==> src/rtl/bas_pkg.sv <==
package bas_pkg;
  localparam int LOW_W = 2;

  typedef enum logic [1:0] {
    SRC_NONE = 2'd0,
    SRC_CPU  = 2'd1,
    SRC_CTL  = 2'd2
  } src_e;

  // offset of a beat within the burst window
  function automatic logic [LOW_W-1:0] burst_offset(
    input logic [LOW_W-1:0] start,
    input logic [LOW_W-1:0] cnt,
    input logic             ilv
  );
    logic [LOW_W-1:0] r;
    if (ilv) r = start ^ cnt;
    else     r = start + cnt;
    return r;
  endfunction
endpackage

==> src/rtl/bas_strobe_arb.sv <==
module bas_strobe_arb
  import bas_pkg::*;
(
  input  logic strobe_cpu_n,
  input  logic strobe_ctl_n,
  input  logic ce_pipe_n,
  input  logic ce_hi,
  input  logic ce_lo_n,
  output src_e src,
  output logic load,
  output logic start_acc,
  output logic deselect
);
  logic cpu_ok;
  logic ctl_ok;
  logic ce_ok;

  always_comb begin
    cpu_ok = !strobe_cpu_n && !ce_pipe_n;
    ctl_ok = !strobe_ctl_n;
    ce_ok  = !ce_pipe_n && ce_hi && !ce_lo_n;
    if (cpu_ok)      src = SRC_CPU;
    else if (ctl_ok) src = SRC_CTL;
    else             src = SRC_NONE;
    load      = (src != SRC_NONE);
    start_acc = load && ce_ok;
    deselect  = load && !ce_ok;
  end

  always_comb begin
    AST_START_DESEL_EXCL: assert ($onehot0({start_acc, deselect}));
  end
endmodule

==> src/rtl/bas_burst_ctr.sv <==
module bas_burst_ctr #(
  parameter int CNT_W = 2
) (
  input  logic             clk,
  input  logic             rst,
  input  logic             clear,
  input  logic             step,
  output logic [CNT_W-1:0] count
);
  localparam logic [CNT_W-1:0] ONE = CNT_W'(1);

  always_ff @(posedge clk) begin
    if (rst || clear) count <= '0;
    else if (step)    count <= count + ONE;
  end

  AST_CLEAR_ZERO: assert property (@(posedge clk) disable iff (rst)
    clear |=> (count == '0));
  AST_HOLD_NO_STEP: assert property (@(posedge clk) disable iff (rst)
    (!clear && !step) |=> $stable(count));
  AST_STEP_INC: assert property (@(posedge clk) disable iff (rst)
    (!clear && step) |=> (count == $past(count) + ONE));
endmodule

==> src/rtl/bas_base_reg.sv <==
module bas_base_reg #(
  parameter int ADDR_W = 20
) (
  input  logic              clk,
  input  logic              rst,
  input  logic              start_acc,
  input  logic              deselect,
  input  logic [ADDR_W-1:0] addr_in,
  output logic [ADDR_W-1:0] base,
  output logic              valid
);
  always_ff @(posedge clk) begin
    if (rst) begin
      base  <= '0;
      valid <= 1'b0;
    end else if (start_acc) begin
      base  <= addr_in;
      valid <= 1'b1;
    end else if (deselect) begin
      valid <= 1'b0;
    end
  end

  AST_BASE_HELD: assert property (@(posedge clk) disable iff (rst)
    !start_acc |=> $stable(base));
  AST_DESEL_CLEARS: assert property (@(posedge clk) disable iff (rst)
    deselect |=> !valid);
endmodule

==> src/rtl/burst_addr_seq.sv <==
module burst_addr_seq
  import bas_pkg::*;
#(
  parameter int ADDR_W = 20
) (
  input  logic              clk,
  input  logic              rst,
  input  logic              strobe_cpu_n,
  input  logic              strobe_ctl_n,
  input  logic              adv_n,
  input  logic              mode_ilv,
  input  logic              ce_pipe_n,
  input  logic              ce_hi,
  input  logic              ce_lo_n,
  input  logic [ADDR_W-1:0] addr_in,
  output logic [ADDR_W-1:0] arr_addr,
  output logic              sel_valid
);
  localparam int HI_W = ADDR_W - LOW_W;

  src_e             src;
  logic             load;
  logic             start_acc;
  logic             deselect;
  logic             step;
  logic [LOW_W-1:0] count;
  logic [ADDR_W-1:0] base;
  logic [LOW_W-1:0] offset;

  bas_strobe_arb u_arb (
    .strobe_cpu_n (strobe_cpu_n),
    .strobe_ctl_n (strobe_ctl_n),
    .ce_pipe_n    (ce_pipe_n),
    .ce_hi        (ce_hi),
    .ce_lo_n      (ce_lo_n),
    .src          (src),
    .load         (load),
    .start_acc    (start_acc),
    .deselect     (deselect)
  );

  bas_base_reg #(.ADDR_W(ADDR_W)) u_base (
    .clk       (clk),
    .rst       (rst),
    .start_acc (start_acc),
    .deselect  (deselect),
    .addr_in   (addr_in),
    .base      (base),
    .valid     (sel_valid)
  );

  assign step = sel_valid && !adv_n && !load;

  bas_burst_ctr #(.CNT_W(LOW_W)) u_ctr (
    .clk   (clk),
    .rst   (rst),
    .clear (load),
    .step  (step),
    .count (count)
  );

  assign offset   = burst_offset(base[LOW_W-1:0], count, mode_ilv);
  assign arr_addr = {base[ADDR_W-1:LOW_W], offset};

  AST_START_CAPTURE: assert property (@(posedge clk) disable iff (rst)
    start_acc |=> (sel_valid && arr_addr == $past(addr_in)));
  AST_UPPER_FIXED: assert property (@(posedge clk) disable iff (rst)
    !start_acc |=> (arr_addr[ADDR_W-1:LOW_W] == $past(arr_addr[ADDR_W-1:LOW_W])));
  AST_IDLE_DESEL: assert property (@(posedge clk) disable iff (rst)
    (!sel_valid && !load) |=> (!sel_valid && $stable(arr_addr)));
  AST_RESET_STATE: assert property (@(posedge clk)
    rst |=> (!sel_valid && arr_addr == '0));
  AST_CPU_IGNORED: assert property (@(posedge clk) disable iff (rst)
    (ce_pipe_n && strobe_ctl_n) |=> ($stable(arr_addr) || $past(step)));
endmodule

==> config.mk <==
export PLATFORM = sky130hd
export DESIGN_NAME = burst_addr_seq
export DESIGN_NICKNAME = d
export VERILOG_FILES = /design/src/rtl/bas_pkg.sv /design/src/rtl/bas_strobe_arb.sv /design/src/rtl/bas_burst_ctr.sv /design/src/rtl/bas_base_reg.sv /design/src/rtl/burst_addr_seq.sv
export SDC_FILE = /design/constraint.sdc
export NUM_CORES = 1
export LEC_CHECK = 0
export BUFFER_PORTS_ARGS = -buffer_cell sky130_fd_sc_hd__buf_2
export CORE_ASPECT_RATIO = 1.1
export CORE_MARGIN = 5
export CORE_UTILIZATION = 43
export CTS_BUF_LIST = sky130_fd_sc_hd__clkbuf_16
export DETAILED_ROUTE_END_ITERATION = 8
export PLACE_DENSITY = 0.78
export REMOVE_ABC_BUFFERS = 1
export SLEW_MARGIN = 5
export SYNTH_ARGS = -nofsm -noshare
export SYNTH_HDL_FRONTEND = slang
export SYNTH_HIERARCHICAL = 1
export SYNTH_SLANG_ARGS = --single-unit
==> constraint.sdc <==
create_clock -name clk -period 1.43 [get_ports clk]
set_input_delay 0.2145 -clock clk [delete_from_list [all_inputs] [get_ports clk]]
set_output_delay 0.2145 -clock clk [all_outputs]
set_load 0.02 [all_outputs]
==> impl_metrics.py <==
metrics = {
    "run_status": {
        "outcome": "finished, final reports clean",
    },
    "sta": {
        "hold_violations": 0,
        "post-route-period-util_pct": 98.2,
        "drv_slew": 0,
        "tightestPinTransition_ns": 0.405,
        "fmax_mhz": 712,
        "hold_slack_ns": 0.199,
        "setup_viol": 0,
        "skew_ns": 0.00538,
        "slew_headroom_pct": 73.0,
        "post-route-min-period_ns": 1.40,
    },
    "cells_and_area": {
        "final_core_util_pct": 63.5,
        "finalNetCount": 167,
        "fillers": 194,
        "drive_gt1_share_pct": 46.3,
        "final_design_area_no_fill_um2": 1300,
        "antenna_cells": 0,
        "area_growth_pct": 38.9,
        "instances_no_fill": 164,
    },
    "grt": {
        "grt_usage_pct": 12.8,
        "grt_pass1_wl_um": 3070,
        "grt_pass1_vias": 746,
        "grt_max_degree": 24,
        "overflow": 0,
        "antenna_found_initial": 0,
    },
    "routing": {
        "wl_um": 1980,
        "vias": 760,
        "ant_nets": 0,
        "wire_per_inst_um": 12.1,
        "drc": 0,
        "drtPass1Iterations": 4,
        "via_per_inst": 4.63,
        "drt_iter0_drc": 5,
    },
    "logic_synthesis": {
        "ys_warn_count": 6,
        "netlist_area_um2": 933,
        "syn_area_per_cell_um2": 11.0,
        "syn_inst": 85,
    },
    "power": {
        "ir_worst_vdd_uv": 659,
        "power_density_nw_per_um2": 1080,
        "cellLeakagePower_nw": 0.581,
    },
    "clocking": {
        "cts_sinks": 23,
        "clk_latency_ns": 0.25,
        "clockBufferDepth": 2,
        "cts_root_buffer": "clkbuf_16",
        "cts_tree": "done",
        "clk_pin_slew_ns": 0.06,
        "hold_buffers": 0,
        "htree_levels": 1,
        "cts_made_buffers": 3,
    },
    "critical_path": {
        "cp.arrival_ns": 1.19,
        "worstSetupEndpointType": "output pin",
        "required_ns": 1.22,
        "cp-start-kind": "register",
        "crit_fanout": 3,
        "crit_type": "register to output pin",
    },
    "floorplanning": {
        "row_count": 17,
        "start_util_pct": 45.7,
        "ios": 50,
        "core_area_um2": 2040,
        "dieArea_um2": 3200,
        "dieHeight_um": 58.9,
        "die_w_um": 54.4,
    },
    "placed_design": {
        "port_buffers": 49,
        "globalplace.congestion": 0.670,
        "dp.cells": 159,
        "hpwlAfterDp_um": 1540,
        "place_area_um2": 1180,
    },
    "hold_path": {
        "min_path_type": "input port to register",
    },
    "flow_run": {
        "max_cap_viol_count": 0,
    },
}
[registers in the layout, summed over array words and instances (netlist names)]
| signal | count |
|---|---|
| u_ctr/count | 2 |
| u_base/base | 20 |
| u_base/valid | 1 |
[worst max-delay path: stages, from the launching register on]
cell	delay [ns]
dfxtp_4	0.36
ha_4	0.15
nor2b_4	0.11
xnor2_1	0.16
buf_4	0.17
[worst paths after layout]
kind / endpoint / from / slack, ns / cells past startpoint
max reg2reg: u_ctr/count[1]$_SDFFE_PP0P_ / u_base/valid$_SDFFE_PP0P_ / 0.28 / 3
max: arr_addr[1] / u_ctr/count[0]$_SDFFE_PP0P_ / 0.03 / 4
min reg2reg: u_base/base[4]$_SDFFE_PP0P_ / u_base/base[4]$_SDFFE_PP0P_ / 0.49 / 2
min: u_base/base[0]$_SDFFE_PP0P_ / addr_in[0] / 0.20 / 3
[final cells by class]
type                    instances  area, um2  area share (%)
multi-input cells              55        439            33.9
repair buffers                 52        270            20.8
inverters                       2       7.51           0.579
clock inverters                 1       5.00           0.386
clock buffers                   3       75.1            5.79
well taps                      28       35.0            2.70
flip-flops and latches         23        464            35.8
[cell usage in the layout (no fill, tap or decap)]
cell type and instances:
xnor2_1 3, mux2i_1 20, dfxtp_4 1, o21ai_2 1, inv_2 1, clkbuf_16 3, nand2b_1 1, nand3b_1 1
dfxtp_1 22, buf_4 4, o31a_1 1, inv_1 1, ha_4 1, buf_2 48, a2111oi_4 1, a21oi_1 1
nor3b_1 1, a21bo_1 1, clkinv_2 1, nor3_1 1, nor2b_4 1, a211oi_2 1, nor2_1 20
[stage by stage]
stage | TNS, ns | power, mW | worst slack (ns)
floorplan | -26.59 | 0.752 | -1.28
detailed placement | 0 | 0.831 | 0.0142
CTS | 0 | 1.42 | 0.00659
finish | 0 | 1.40 | 0.0263
global route | -0.0236 | 1.45 | -0.0236
global placement | 0 | 0.826 | 0.0532
[routing by layer]
metal  part of all wire [%]  track usage, %
met2                     46            20.9
met5                      0               0
met3                     13            5.82
met1                     40            14.5
met4                      0            4.27
[power by group]
part	switching, mW	internal [mW]	leakage [nW]	total [mW]
Clock	0.208	0.375	0.0409	0.583
Combinational	0.0809	0.0691	0.353	0.150
Sequential	0.00876	0.657	0.187	0.666
[repair_timing]
item | CTS | global route
buffers inserted | 0 | 1
resized for setup | 1 | 6
pin swaps | 0 | 1
endpoints found under the setup margin | 1 | 1
cloned | 0 | 0
Note: power is estimated with default switching activity, not from simulation.
